===== config.mk =====
export PLATFORM = sky130hd
export DESIGN_NAME = dbg_seq_ctrl
export DESIGN_NICKNAME = d
export VERILOG_FILES = /design/src/rtl/dbg_seq_pkg.sv /design/src/rtl/dbg_ctrl_reg.sv /design/src/rtl/dbg_sequencer.sv /design/src/rtl/dbg_bp_dispatch.sv /design/src/rtl/dbg_seq_ctrl.sv
export SDC_FILE = /design/constraint.sdc
export NUM_CORES = 1
export LEC_CHECK = 0
export ABC_AREA = 1
export CAP_MARGIN = 20
export CORE_UTILIZATION = 37
export DETAILED_ROUTE_END_ITERATION = 16
export PLACE_DENSITY = 0.84
export SLEW_MARGIN = 20
export SYNTH_ARGS = -nofsm -noshare
export SYNTH_HDL_FRONTEND = slang
export SYNTH_SLANG_ARGS = --single-unit

===== constraint.sdc =====
create_clock -name clk -period 1.17 [get_ports clk]
set_input_delay 0.117 -clock clk [delete_from_list [all_inputs] [get_ports clk]]
set_output_delay 0.117 -clock clk [all_outputs]
set_load 0.005 [all_outputs]

===== src/rtl/dbg_seq_pkg.sv =====
package dbg_seq_pkg;
    localparam int REG_W     = 8;
    localparam int BANK_W    = 2;
    localparam int NUM_BANKS = 1 << BANK_W;

    typedef enum logic [1:0] {
        SEQ_IDLE  = 2'b00,
        SEQ_ARMED = 2'b01,
        SEQ_FINAL = 2'b11
    } seq_state_e;

    typedef struct packed {
        logic [BANK_W-1:0] bank;
        logic              cop_sw_en;
        logic              dbg_mode;
        logic [1:0]        bp_tgt;
        logic              trig;
        logic              arm;
    } ctrl_t;

    // Armed register keeps everything except arm; trigger never stored as 1.
    function automatic ctrl_t apply_write(ctrl_t cur, ctrl_t wr);
        ctrl_t r;
        if (cur.arm) begin
            r     = cur;
            r.arm = wr.arm;
        end else begin
            r = wr;
        end
        r.trig = 1'b0;
        return r;
    endfunction
endpackage


===== src/rtl/dbg_ctrl_reg.sv =====
module dbg_ctrl_reg
    import dbg_seq_pkg::*;
(
    input  logic  clk,
    input  logic  rst,
    input  logic  wr_en,
    input  ctrl_t wr_val,
    input  logic  hw_disarm,
    output ctrl_t cur,
    output logic  arm_set,
    output logic  arm_clr,
    output logic  trig_req
);
    ctrl_t nxt;

    always_comb begin
        nxt = cur;
        if (wr_en)     nxt = apply_write(cur, wr_val);
        if (hw_disarm) nxt.arm = 1'b0;
    end

    assign arm_set  = wr_en && !cur.arm && wr_val.arm;
    assign arm_clr  = wr_en &&  cur.arm && !wr_val.arm;
    assign trig_req = wr_en &&  wr_val.trig && wr_val.arm;

    always_ff @(posedge clk) begin
        if (rst) cur <= '0;
        else     cur <= nxt;
    end
endmodule


===== src/rtl/dbg_sequencer.sv =====
module dbg_sequencer
    import dbg_seq_pkg::*;
(
    input  logic       clk,
    input  logic       rst,
    input  logic       arm_set,
    input  logic       arm_clr,
    input  logic       trig_req,
    input  logic       secure,
    input  logic       trace_en,
    input  logic       align_end,
    input  logic       final_hit,
    input  logic       trace_done,
    input  logic       trace_full,
    output seq_state_e state,
    output logic       trace_start,
    output logic       fire,
    output logic       hw_disarm
);
    logic running;
    logic trig_ok;
    logic sess_end;
    logic direct_bp;

    assign trig_ok   = !secure && !(running && !align_end);
    assign sess_end  = running && (trace_done || trace_full);
    assign direct_bp = (state == SEQ_FINAL) && !running && !trace_en;
    assign fire      = direct_bp || (sess_end && state == SEQ_FINAL);
    assign hw_disarm = direct_bp || sess_end;

    always_ff @(posedge clk) begin
        if (rst) begin
            state       <= SEQ_IDLE;
            running     <= 1'b0;
            trace_start <= 1'b0;
        end else begin
            trace_start <= 1'b0;
            if (arm_clr || hw_disarm) begin
                state   <= SEQ_IDLE;
                running <= 1'b0;
            end else if (arm_set) begin
                state <= (trig_req && trig_ok) ? SEQ_FINAL : SEQ_ARMED;
                if (trace_en && !align_end) begin
                    running     <= 1'b1;
                    trace_start <= 1'b1;
                end
            end else if (state != SEQ_IDLE && trig_req && trig_ok) begin
                state <= SEQ_FINAL;
            end else if (state == SEQ_ARMED && final_hit) begin
                state <= SEQ_FINAL;
            end else if (state == SEQ_FINAL && !running && trace_en) begin
                running     <= 1'b1;
                trace_start <= 1'b1;
            end
        end
    end
endmodule


===== src/rtl/dbg_bp_dispatch.sv =====
module dbg_bp_dispatch
    import dbg_seq_pkg::*;
(
    input  logic clk,
    input  logic rst,
    input  logic fire,
    input  ctrl_t cfg,
    input  logic cop_swbp_req,
    output logic cpu_bp_dbg,
    output logic cpu_bp_swi,
    output logic cop_bp
);
    logic cpu_evt;

    assign cpu_evt = (fire && cfg.bp_tgt[1]) || (cop_swbp_req && cfg.cop_sw_en);

    always_ff @(posedge clk) begin
        if (rst) begin
            cpu_bp_dbg <= 1'b0;
            cpu_bp_swi <= 1'b0;
            cop_bp     <= 1'b0;
        end else begin
            cpu_bp_dbg <= cpu_evt &&  cfg.dbg_mode;
            cpu_bp_swi <= cpu_evt && !cfg.dbg_mode;
            cop_bp     <= fire && cfg.bp_tgt[0];
        end
    end
endmodule


===== src/rtl/dbg_seq_ctrl.sv =====
module dbg_seq_ctrl
    import dbg_seq_pkg::*;
(
    input  logic                 clk,
    input  logic                 rst,
    input  logic                 wr_en,
    input  logic [REG_W-1:0]     wr_data,
    output logic [REG_W-1:0]     rd_data,
    input  logic                 secure,
    input  logic [1:0]           trace_src,
    input  logic                 align_end,
    input  logic                 final_hit,
    input  logic                 cop_swbp_req,
    input  logic                 trace_done,
    input  logic                 trace_full,
    output logic [1:0]           seq_state,
    output logic                 trace_start,
    output logic                 cpu_bp_dbg,
    output logic                 cpu_bp_swi,
    output logic                 cop_bp,
    output logic [NUM_BANKS-1:0] bank_sel
);
    ctrl_t      ctrl;
    seq_state_e st;
    logic       arm_set, arm_clr, trig_req;
    logic       fire, hw_disarm;
    logic       trace_en;

    assign trace_en = (|trace_src) && !secure;

    dbg_ctrl_reg u_reg (
        .clk      (clk),
        .rst      (rst),
        .wr_en    (wr_en),
        .wr_val   (ctrl_t'(wr_data)),
        .hw_disarm(hw_disarm),
        .cur      (ctrl),
        .arm_set  (arm_set),
        .arm_clr  (arm_clr),
        .trig_req (trig_req)
    );

    dbg_sequencer u_seq (
        .clk        (clk),
        .rst        (rst),
        .arm_set    (arm_set),
        .arm_clr    (arm_clr),
        .trig_req   (trig_req),
        .secure     (secure),
        .trace_en   (trace_en),
        .align_end  (align_end),
        .final_hit  (final_hit),
        .trace_done (trace_done),
        .trace_full (trace_full),
        .state      (st),
        .trace_start(trace_start),
        .fire       (fire),
        .hw_disarm  (hw_disarm)
    );

    dbg_bp_dispatch u_bp (
        .clk         (clk),
        .rst         (rst),
        .fire        (fire),
        .cfg         (ctrl),
        .cop_swbp_req(cop_swbp_req),
        .cpu_bp_dbg  (cpu_bp_dbg),
        .cpu_bp_swi  (cpu_bp_swi),
        .cop_bp      (cop_bp)
    );

    assign rd_data   = REG_W'(ctrl);
    assign seq_state = st;

    for (genvar b = 0; b < NUM_BANKS; b++) begin : g_bank
        assign bank_sel[b] = (ctrl.bank == BANK_W'(b));
    end
endmodule


After elaboration in Yosys (flattened, before gate mapping)

Index checks and enable logic that the tools add are counted.

$lt $le $gt $ge: 0
Shift operators: 0
Bitwise logic cells: 1
Eq/ne operators: 8
Multiplexer cells: 14
Multipliers: 0
Divide/modulo/power cells: 0
Reduce and logical (&&, ||, !) cells: 46
Add/subtract/negate cells: 0

Operators by type and width:

| cell                                                                  | count |
|---|---|
| 1-bit logical AND                                                     | 24 |
| 1-bit 2-to-1 mux                                                      | 10 |
| 1-bit logical NOT                                                     | 8 |
| 2-bit 2-to-1 mux                                                      | 4 |
| 2-bit equality test, second input constant                            | 3 |
| 2-bit OR reduction                                                    | 3 |
| 1-bit logical OR                                                      | 5 |
| 2-bit by 1-bit equality test with 1-bit output, second input constant | 2 |
| 2-bit != test, second input constant                                  | 2 |
| 4-bit AND reduction                                                   | 1 |
| 2-bit nonzero test                                                    | 2 |
| 3-bit nonzero test                                                    | 1 |
| 2-bit logical NOT                                                     | 1 |
| 2-bit by 1-bit != test with 1-bit output, second input constant       | 1 |
| 2-bit AND reduction                                                   | 1 |
| 1-bit inverter                                                        | 1 |

Latch bits: 0
Input bits: 19
Bits in read-only memories: 0
Memory bits (writable): 0
Register bits: 14
Output and inout bits: 18
Memories: 0

Logic depth before layout (Yosys ltp)

Gate-level depths: netlist of the first run.

Word-level depth: 8
Depth in mapped cells: 8
Mapped depth without buffers: 8

By module

A second synthesis of the first run with hierarchy kept.

Cell total of the unflattened synthesis: 116
Area total of the unflattened synthesis: 759.5 µm²

By module, submodules not included:

| module          | seq. area each (µm²) | times used | area each (µm²) | cells an instance |
|---|---|---|---|---|
| dbg_ctrl_reg    | 140.1                | 1          | 340.3           | 52 |
| dbg_sequencer   | 80.1                 | 1          | 275.3           | 42 |
| dbg_bp_dispatch | 60.1                 | 1          | 110.1           | 13 |
| dbg_seq_ctrl    | 0.0                  | 1          | 33.8            | 9 |

Worst setup path after synthesis of the first run

Ideal clock, no wire load.

Path type: reg2reg
Start: register u_seq.state[1]
End: register u_seq.running
Stages on the path, launching flop included: 8
Setup time: 114 ps
Setup slack: 164 ps
Data required time: 1,056 ps
Buffers on the path: 0
Clock period less this slack: 1,006 ps
Arrival time: 893 ps
Cells stage by stage: dfxtp_1 nand2_2 nor2_2 nand2_2 nand4_2 inv_2 nand2_1 nand2_1

Word-level cells in the longest chain between the ends: 6
Elaborated cells between the ends (all ways): 16
Those cells by class: 4 x eq/ne; 12 x reduce/logical

Ends and longest elaborated chain:

| element                      | RTL line                                 | source |
|---|---|---|
| start, declared              | dbg_sequencer.sv:15                      | `output seq_state_e state,` |
| start signal, assigned       | dbg_sequencer.sv:42                      | `state <= (trig_req && trig_ok) ? SEQ_FINAL : SEQ_ARMED;` |
| 2-bit equality test          | dbg_sequencer.sv:27, dbg_sequencer.sv:51 |  |
| 1-bit logical AND            | dbg_sequencer.sv:27, dbg_sequencer.sv:51 |  |
| 1-bit logical AND            | dbg_sequencer.sv:27                      | `assign direct_bp = (state == SEQ_FINAL) && !running && !trace_en;` |
| 1-bit logical OR             | dbg_sequencer.sv:29                      | `assign hw_disarm = direct_bp \|\| sess_end;` |
| 1-bit logical OR             | dbg_sequencer.sv:38                      | `if (arm_clr \|\| hw_disarm) begin` |
| 2-bit OR reduction (no line) | --                                       |  |
| end signal, assigned         | dbg_sequencer.sv:34                      | `running <= 1'b0;` |
| end signal, assigned         | dbg_sequencer.sv:40                      | `running <= 1'b0;` |
| end signal, assigned         | dbg_sequencer.sv:44                      | `running <= 1'b1;` |
| end, declared                | dbg_sequencer.sv:20                      | `logic running;` |

Parallel ways exist; a longest one is shown, timed or not.
A chain may end at the register's enable or synchronous reset.

Final worst setup path of the first run

Start: register u_seq.state[0]
End: register u_seq.running

The elaborated chain is that of the path after synthesis.

==> impl_metrics.csv, run 1 <==
group,metric,value,unit
status,status,"completed",
logic_synthesis,synthMuxAreaShare,0,%
detailed_routing,vias_per_cell,4.594,
setup_path,arrival,1.28,ns
setup_path,reg2regPathDepth,8,
sta,fin_crit,1.100,ns
finish,syn_to_final_growth,67.99,%
placed_design,dp_hpwl,1.323,mm
detailed_routing,drt-pass1-iter-count,6,
sta,fin_crit_sh,94.03,%
sta,rsz0062_at_grt,"yes",
sta,holdWs,0.3859,ns
setup_path,startpoint_type,"flop",
setup_path,cp_max_fo,5,
sta,finalHoldViolCount,0,
clocking,clock_path_buffers,2,
power,max-vdd-ir-drop,0.8908,mV
hold_path,holdPathEnd,"u_bp.cop_bp",
clocking,cts_hold_buf,0,
finish,multi_input_comb_area,324.1,µm²
logic_synthesis,synth_top_family_by_area,"simple AND/OR/NAND/NOR gates",
logic_synthesis,synth.distinct_cells,16,
hold_path,min_from,"rst",
detailed_routing,antenna_left,0,
setup_path,r2r-end,"u_seq.running",
hold_path,holdPathStages,2,
sta,maxSlewViolCount,0,
placed_design,dpl_cell_area,1049,µm²
setup_path,reg2reg_slack,0.07,ns
sta,setup_violations,0,
clocking,cts-buffers-inserted,3,
floorplan,io_pins,37,
clocking,clk_pin_slew,0.08,ns
floorplan,core_area,1594,µm²
floorplan,die-area,1959,µm²
clocking,h-tree-depth,1,
detailed_routing,wl,1.767,mm
logic_synthesis,synthAdderAreaFrac,0,%
finish,antennaDiodeCount,0,
global_routing,grt_pass1_wl,2.780,mm
setup_path,endpoint_kind,"flop",
logic_synthesis,synth_area,660.6,µm²
logic_synthesis,synth_cells,96,
detailed_routing,post_drt_wl_per_cell,10.71,µm
power,leakagePower,0.5454,nW
detailed_routing,route.vias.total,758,
clocking,clock_sinks,14,
placed_design,place_congestion,0.7504,
setup_path,cpPeakStageDelay,0.35,ns
job,drv_cap,0,
floorplan,fp.dieH,44.26,µm
placed_design,io_buffers,35,
clocking,cts_tree,"built",
setup_path,r2r-start,"u_seq.state[0]",
setup_path,path_cells,"buf_4, nand2_2, nor2_2, nand2_2, nand4_2, inv_2, nand2_1, nand2_1",
logic_synthesis,avgSynthCellArea,6.882,µm²
floorplan,start_util,41.44,%
finish,final_area,1110,µm²
global_routing,grt-ovfl-total,0,
setup_path,critPathRequiredTime,1.35,ns
floorplan,row_count,14,
logic_synthesis,synth-seq-cells,14,
finish,fin_nets,161,
logic_synthesis,synth_xor_area_share,0,%
logic_synthesis,ys_warn_count,0,
global_routing,grtUsageTotal,19.83,%
finish,layout-drive-gt1-share,24.11,%
logic_synthesis,yosysSeqAreaShare,42.42,%
global_routing,grt_antenna_before_repair,0,
setup_path,worstSetupPathType,"flop to flop",
logic_synthesis,yosys.area_share.simple,32.77,%
floorplan,die_w,44.26,µm
sta,fin_skew,0.006715,ns
logic_synthesis,synth_compound_area_share,15.72,%
finish,register_area,296.5,µm²
global_routing,grt_pass1_vias,657,
power,power_density,1037,nW/µm²
sta,max_freq,909.0,MHz
hold_path,hold_class,"primary input to flop",
detailed_routing,drt_iter0_drc,15,
setup_path,cp_slowest_cell,"dfxtp_4",
global_routing,grt_max_degree,10,
clocking,cts_root_buffer,"clkbuf_4",
clocking,insertion_delay,0.28,ns
finish,fillers,138,
detailed_routing,drc,0,
logic_synthesis,synth_nets,115,
==> critical path: cells and delay by family, from the launching register on <==
family                 cells  cell delay, ns
DFF                        1            0.35
and+or+nand+nor            6            0.47
buffers and inverters      2            0.18
==> per-layer routing <==
metal | share of wire (%) | GRT usage [%] | wire, µm | vias to the layer above
li1 | - | - | - | 390
met2 | 54 | 33.53 | 954 | 26
met3 | 5.3 | 7.755 | 93 | 2
met4 | 0.85 | 6.667 | 15 | 0
met1 | 40 | 22.78 | 702 | 340
met5 | 0 | 0 | 0 | -
==> report_power, final <==
| part | internal [mW] | leakage (nW) | switching, mW | total, mW |
|---|---|---|---|---|
| Sequential | 0.512 | 0.118 | 0.0212 | 0.533 |
| Clock | 0.189 | 0.0210 | 0.150 | 0.340 |
| Combinational | 0.151 | 0.406 | 0.127 | 0.278 |
==> stage by stage <==
stage / power (mW) / TNS, ns / cells / utilization [%] / worst slack (ns)
floorplan: 0.6479 / 0 / 96 / - / 0.1639
global placement: 0.8092 / -0.4872 / 156 / 65.78 / -0.08764
detailed placement: 0.8183 / -0.8690 / 156 / 65.78 / -0.1423
CTS: 1.168 / 0 / 166 / 70.41 / 0.008632
global route: 1.231 / -0.01524 / 165 / 69.62 / -0.01524
finish: 1.151 / 0 / 165 / 69.62 / 0.06984
==> timing repair <==
| action | CTS | global route |
|---|---|---|
| endpoints found under the setup margin | 17 | 3 |
| resized for setup | 32 | 1 |
| pin swaps | 0 | 1 |
| buffers inserted | 6 | 0 |
==> sequential cells by signal, summed over array words and instances (netlist names) <==
signal,cells
u_seq.state,2
u_seq.trace_start,1
u_seq.running,1
u_bp.cpu_bp_swi,1
u_bp.cop_bp,1
u_reg.cur,7
u_bp.cpu_bp_dbg,1
==> layout make-up <==
type                            instances  share of cell area, %
Clock buffer                            4                  3.269
Inverter                               13                  4.397
Multi-Input combinational cell         68                  29.20
Sequential cell                        14                  26.72
Tap cell                               24                  2.706
Timing Repair Buffer                   42                  33.71
==> cells by family (layout without fill, tap and decap cells) <==
kind of cell,count (synthesis),after routing
flip-flops,14,14
AND/OR/NAND/NOR,50,50
AO/OA/AOI/OAI,17,17
buffers and inverters,14,59
other,1,1
==> Yosys cell counts <==
cell / n / area, µm²
dfxtp_1: 14 / 280.3
buf_4: 1 / 7.510
nand3_1: 4 / 20.02
conb_1: 1 / 3.750
nand4_2: 1 / 12.51
o21ai_0: 7 / 35.03
nor2_2: 2 / 12.51
inv_2: 2 / 7.510
a21oi_1: 7 / 35.03
nand2_2: 4 / 25.02
clkinv_1: 1 / 3.750
nand2_1: 17 / 63.81
o21ai_2: 2 / 17.52
nor2_1: 22 / 82.58
o21ai_4: 1 / 16.27
inv_1: 10 / 37.54
==> layout by cell type (no fill, tap or decap) <==
cell type,count
o21ai_2,2
dfxtp_1,5
dfxtp_4,2
nand2_1,17
nand4_2,1
conb_1,1
buf_4,7
inv_2,2
dfxtp_2,7
nor2_1,22
nand3_1,4
a21oi_1,7
dlygate4sd2_1,15
clkbuf_4,3
clkbuf_2,1
clkbuf_8,1
nor2_2,2
inv_1,10
nand2_2,4
clkdlybuf4s50_1,18
buf_2,1
o21ai_4,1
o21ai_0,7
clkinv_1,1
==> worst max-delay path by stage <==
stage	slack, ns	end	cells after the start	start
2_1_floorplan	0.16	u_seq.running	7	u_seq.state[1]
3_3_place_gp	-0.09	u_seq.running	8	wr_en
3_5_place_dp	-0.14	u_seq.running	8	wr_en
4_1_cts	0.009	bank_sel[2]	3	u_reg.cur[6]
5_1_grt	-0.02	u_seq.running	8	u_seq.state[0]
6_report	0.07	u_seq.running	8	u_seq.state[0]
Note: power is estimated with default switching activity, not from simulation.
==> run 2, diff against run 1 <==
- GPL_ROUTABILITY_DRIVEN: default -> 0
- GPL_TIMING_DRIVEN: default -> 0
==> run 2 against run 1 <==
  * First-iteration DRC count down 33%
  * Largest power group unchanged
  * Sequential power hardly changed
  * Core utilization rose by 1.6 points
  * Highest routed layer is now met3
  * Via count decreased by 4.5%
==> impl_metrics.csv, run 2 (synthesis results as in run 1) <==
group,metric,value,unit
status,status,"completed",
setup_path,endpoint_kind,"output pin",
clocking,clock_sinks,14,
floorplan,row_count,14,
floorplan,core_area,1594,µm²
finish,layout-drive-gt1-share,29.17,%
global_routing,grt_pass1_wl,2.711,mm
clocking,cts_tree,"built",
sta,fin_skew,0.003111,ns
finish,layout_common_cells,"21 x nor2_1, 18 x clkdlybuf4s50_1, 17 x nand2_1, 14 x dlygate4sd2_1, 9 x buf_4",
detailed_routing,post_drt_wl_per_cell,10.09,µm
floorplan,die-area,1959,µm²
global_routing,grt_antenna_before_repair,0,
sta,max_freq,878.1,MHz
floorplan,die_w,44.26,µm
hold_path,hold_class,"primary input to flop",
sta,setup_violations,0,
detailed_routing,drc,0,
floorplan,start_util,41.44,%
placed_design,dpl_cell_area,1041,µm²
setup_path,startpoint_type,"flop",
floorplan,io_pins,37,
finish,largest_reg_flops,7,
power,leakagePower,0.5628,nW
power,max-vdd-ir-drop,0.7042,mV
sta,holdWs,0.3936,ns
clocking,cts_root_buffer,"clkbuf_4",
clocking,cts-buffers-inserted,3,
finish,regMostFlops,"u_reg.cur",
global_routing,grt-ovfl-total,0,
setup_path,crit_start,"u_reg.cur[7]",
finish,final_area,1136,µm²
power,power,1.170,mW
setup_path,reg2reg_slack,0.07,ns
setup_path,arrival,1.02,ns
setup_path,critPathRequiredTime,1.05,ns
hold_path,holdPathStages,2,
finish,syn_to_final_growth,71.97,%
finish,antennaDiodeCount,0,
detailed_routing,drt_iter0_drc,10,
clocking,insertion_delay,0.28,ns
setup_path,reg2regPathDepth,8,
detailed_routing,drt-pass1-iter-count,7,
setup_path,r2r-end,"u_seq.running",
sta,maxSlewViolCount,0,
sta,fin_crit,1.139,ns
detailed_routing,wl,1.695,mm
global_routing,grt_pass1_vias,617,
global_routing,grtUsageTotal,18.93,%
setup_path,r2r-start,"u_seq.state[1]",
floorplan,fp.dieH,44.26,µm
sta,finalHoldViolCount,0,
detailed_routing,vias_per_cell,4.310,
setup_path,cp_max_fo,4,
clocking,h-tree-depth,1,
hold_path,holdPathEnd,"u_bp.cop_bp",
finish,fin_nets,164,
power,power_density,1030,nW/µm²
finish,fillers,127,
setup_path,worstSetupPathType,"flop to output pin",
placed_design,io_buffers,35,
finish,final_common_cell,"nor2_1",
global_routing,grt_max_degree,11,
clocking,clock_path_buffers,2,
finish,largestRegisters,"u_reg.cur x7, u_seq.state x2",
detailed_routing,route.vias.total,724,
placed_design,dp_hpwl,1.204,mm
hold_path,min_from,"rst",
detailed_routing,antenna_left,0,
sta,fin_crit_sh,97.33,%
clocking,clk_pin_slew,0.08,ns
job,drv_cap,0,
run 2: report_power, final:
part / switching [mW] / internal (mW) / leakage, nW / total, mW
logic: 0.128 / 0.162 / 0.423 / 0.289
registers: 0.0208 / 0.512 / 0.119 / 0.533
clock network: 0.158 / 0.189 / 0.0210 / 0.347
total: 0.306 / 0.864 / 0.563 / 1.17
run 2: area by class of cell:
cell class / instances / area, µm² / area share [%]
repair buffers: 44 / 389.1 / 34.25
multi-input cells: 68 / 326.6 / 28.74
inverters: 13 / 48.80 / 4.295
clock buffers: 4 / 36.28 / 3.194
plain buffers: 1 / 7.507 / 0.6608
flip-flops and latches: 14 / 297.8 / 26.21
well taps: 24 / 30.03 / 2.643
run 2: worst max path at each step:
stage	endpoint	slack [ns]
2_1_floorplan	u_seq.running	0.16
3_3_place_gp	u_reg.cur[7]	-0.15
3_5_place_dp	u_reg.cur[6]	-0.18
4_1_cts	bank_sel[0]	-0.004
5_1_grt	rd_data[7]	-0.005
6_report	rd_data[7]	0.03
run 2: timing repair:
item	CTS	global route
setup buffers	8	1
pin swaps	0	1
resized for setup	35	8
hold buffers	0	0
setup endpoints to repair	17	11
run 2: worst max-delay path, cell delays in order (launching register included):
cell,delay [ns]
dfxtp_2,0.35
buf_4,0.13
dlygate4sd2_1,0.27
run 2: per-layer routing:
metal	share of wire (%)	track usage (%)
met4	0	3.636
met3	4.0	7.347
met5	0	0
met1	46	23.87
met2	50	30.88
run 2: metrics by stage:
step | util, % | worst slack, ns | cells | setup TNS, ns
global route | 71.27 | -0.005278 | 168 | -0.005278
detailed placement | 65.31 | -0.1764 | 155 | -1.337
global placement | 65.31 | -0.1533 | 155 | -1.155
floorplan | - | 0.1639 | 96 | 0
finish | 71.27 | 0.03122 | 168 | 0
CTS | 70.57 | -0.004090 | 167 | -0.004090
==> run 3, diff against run 2 <==
- CORE_MARGIN: default -> 5
- CORE_UTILIZATION: 37 -> 39
- SYNTH_HIERARCHICAL: default -> 1
==> run 3 against run 2 <==
  * Non-clock buffer count down 5
  * First-iteration DRC count up 100%
  * Critical path depth up 4
  * Flip-flop and latch count unchanged
  * Die area up 50%
  * Largest power group unchanged
==> impl_metrics.csv, run 3 <==
group,metric,value,unit
clocking,cts_tree,"built",
logic_synthesis,synth.distinct_cells,22,
setup_path,crit_start,"u_seq/state[1]",
sta,setup_ws,0.04574,ns
floorplan,fp.dieH,54.13,µm
sta,finalHoldViolCount,0,
logic_synthesis,synth_most_common_cell,"nor2_1",
placed_design,dpl_cell_area,1134,µm²
setup_path,r2r-end,"u_bp/cpu_bp_swi",
placed_design,dp_hpwl,1.461,mm
finish,antennaDiodeCount,0,
setup_path,reg2regPathDepth,6,
status,status,"completed",
floorplan,core_area,1902,µm²
detailed_routing,antenna_left,0,
sta,fin_crit_sh,96.09,%
power,leakagePower,0.6399,nW
clocking,clock_sinks,14,
power,power,1.182,mW
floorplan,row_count,16,
logic_synthesis,synth_cells,116,
logic_synthesis,avgSynthCellArea,6.547,µm²
global_routing,grtUsageTotal,14.54,%
logic_synthesis,ys_warn_count,6,
finish,final_area,1232,µm²
sta,setup_violations,0,
floorplan,die-area,2930,µm²
global_routing,grt_pass1_vias,741,
hold_path,hold_class,"primary input to flop",
power,power_density,959.0,nW/µm²
clocking,h-tree-depth,1,
setup_path,critPathRequiredTime,1.39,ns
placed_design,dp_slack,-0.2878,ns
floorplan,io_pins,37,
global_routing,grt_pass1_wl,3.036,mm
floorplan,die_w,54.13,µm
global_routing,grt_antenna_before_repair,0,
setup_path,worstSetupPathType,"flop to flop",
logic_synthesis,synth_edf_count,0,
detailed_routing,post_drt_wl_per_cell,10.94,µm
finish,fin_util,64.80,%
job,drv_cap,0,
sta,maxSlewViolCount,0,
setup_path,arrival,1.35,ns
setup_path,crit_path_end,"u_bp/cpu_bp_swi",
detailed_routing,drc,0,
clocking,cts_root_buffer,"clkbuf_4",
clocking,cts_hold_buf,0,
finish,register_area,300.3,µm²
logic_synthesis,synthArstFlopShare,0,%
power,max-vdd-ir-drop,0.7761,mV
finish,layout_common_cells,"22 x nor2_1, 21 x inv_1, 18 x nand2_1, 16 x clkdlybuf4s50_1, 13 x dlygate4sd2_1",
finish,largest_reg_flops,7,
clocking,cts-buffers-inserted,3,
logic_synthesis,post-synth-top-area-cell,"dfxtp_1",
setup_path,r2r-start,"u_seq/state[1]",
finish,final_common_cell,"nor2_1",
logic_synthesis,ys.flop_type,"dfxtp_1",
finish,fillers,157,
logic_synthesis,ys_top_cells_by_count,"25 x nor2_1, 21 x inv_1, 20 x nand2_1",
sta,fin_crit,1.124,ns
clocking,clock_path_buffers,2,
detailed_routing,route.vias.total,820,
logic_synthesis,yosysSeqAreaShare,36.90,%
setup_path,cp_max_fo,5,
logic_synthesis,synth-seq-cells,14,
clocking,insertion_delay,0.28,ns
global_routing,grt_max_degree,9,
logic_synthesis,synth_nets,135,
detailed_routing,drt_iter0_drc,20,
sta,fin_skew,0.0004815,ns
finish,syn_to_final_growth,62.27,%
setup_path,startpoint_type,"flop",
clocking,clk_pin_slew,0.08,ns
logic_synthesis,synthDominantCellAreaShare,36.90,%
placed_design,io_buffers,34,
detailed_routing,wl,2.023,mm
finish,layout-drive-gt1-share,29.11,%
logic_synthesis,synth_area,759.5,µm²
finish,fin_nets,178,
detailed_routing,drt-pass1-iter-count,4,
floorplan,start_util,39.93,%
sta,max_freq,889.5,MHz
setup_path,reg2reg_slack,0.05,ns
finish,multi_input_comb_area,411.6,µm²
detailed_routing,vias_per_cell,4.432,
finish,regMostFlops,"u_reg/cur",
finish,largestRegisters,"u_reg/cur x7, u_seq/state x2",
global_routing,grt-ovfl-total,0,
logic_synthesis,synthTopCellsByArea,"dfxtp_1 37%, nor2_1 12%, inv_1 10%",
setup_path,endpoint_kind,"flop",
[run 3: cell count changes after synthesis, sizes merged]
cell	change
inv	+12
or2	+1
nand2	+1
a21oi	-1
buf	+1
nand3	+8
nor2	+4
nand3b	+1
o21bai	+1
nor3	+1
o21ai	-8
clkinv	-1
[run 3: cell families (layout without fill, tap and decap cells)]
group / after synthesis / count (layout) / share of synthesized area (%)
AND/OR/NAND/NOR: 66 / 66 / 40.53
AO/OA/AOI/OAI: 9 / 9 / 7.743
buffers and inverters: 26 / 68 / 14.33
flip-flops: 14 / 14 / 36.90
other: 1 / 1 / 0.4938
[run 3: layer usage]
metal / track usage (%) / wire (µm) / up-vias
li1: - / - / 431
met3: 4.155 / 95 / 2
met5: 0 / 0 / -
met4: 7.469 / 34 / 0
met1: 16.61 / 836 / 357
met2: 24.30 / 1056 / 30
[run 3: stage by stage]
stage	TNS [ns]	hold slack, ns	cells
floorplan	0	0.1886	116
global placement	-1.343	0.4206	177
detailed placement	-1.564	0.4287	177
CTS	0	0.1117	185
global route	-0.1141	0.1504	185
finish	0	0.1313	185
[run 3: repair_timing]
| item | CTS | global route |
|---|---|---|
| endpoints found under the setup margin | 22 | 10 |
| endpoints found under the hold margin | 0 | 0 |
| pin swaps | 0 | 3 |
| buffers inserted | 4 | 0 |
| resized for setup | 36 | 16 |
[run 3: layout make-up]
| cell class | count | area share, % |
|---|---|---|
| plain buffers | 2 | 1.523 |
| clock buffers | 4 | 2.944 |
| inverters | 24 | 7.310 |
| multi-input cells | 76 | 33.40 |
| flip-flops and latches | 14 | 24.37 |
| well taps | 27 | 2.741 |
| repair buffers | 38 | 27.72 |
[run 3: critical path, stage by stage, from the launching register on]
cell     delay, ns
dfxtp_2       0.38
nand2_2       0.09
nor2_4        0.13
nand2_4       0.08
a21oi_2       0.19
nand2_2       0.09
a21oi_2       0.11
[run 3: power breakdown]
group	switching, mW	leakage (nW)	internal (mW)	total (mW)
clock network	0.158	0.0210	0.190	0.347
registers	0.0330	0.119	0.510	0.543
logic	0.135	0.500	0.157	0.291
[run 3: worst min-delay path by stage]
stage,start,to,slack [ns],depth (start not counted)
after global routing,wr_en,u_reg/cur[6],0.15,4
after global placement,wr_en,u_reg/cur[0],0.42,4
after detailed placement,wr_en,u_reg/cur[0],0.43,4
after floorplan,rst,u_bp/cop_bp,0.19,1
final,wr_en,u_reg/cur[6],0.13,4
after CTS,wr_en,u_reg/cur[0],0.11,4
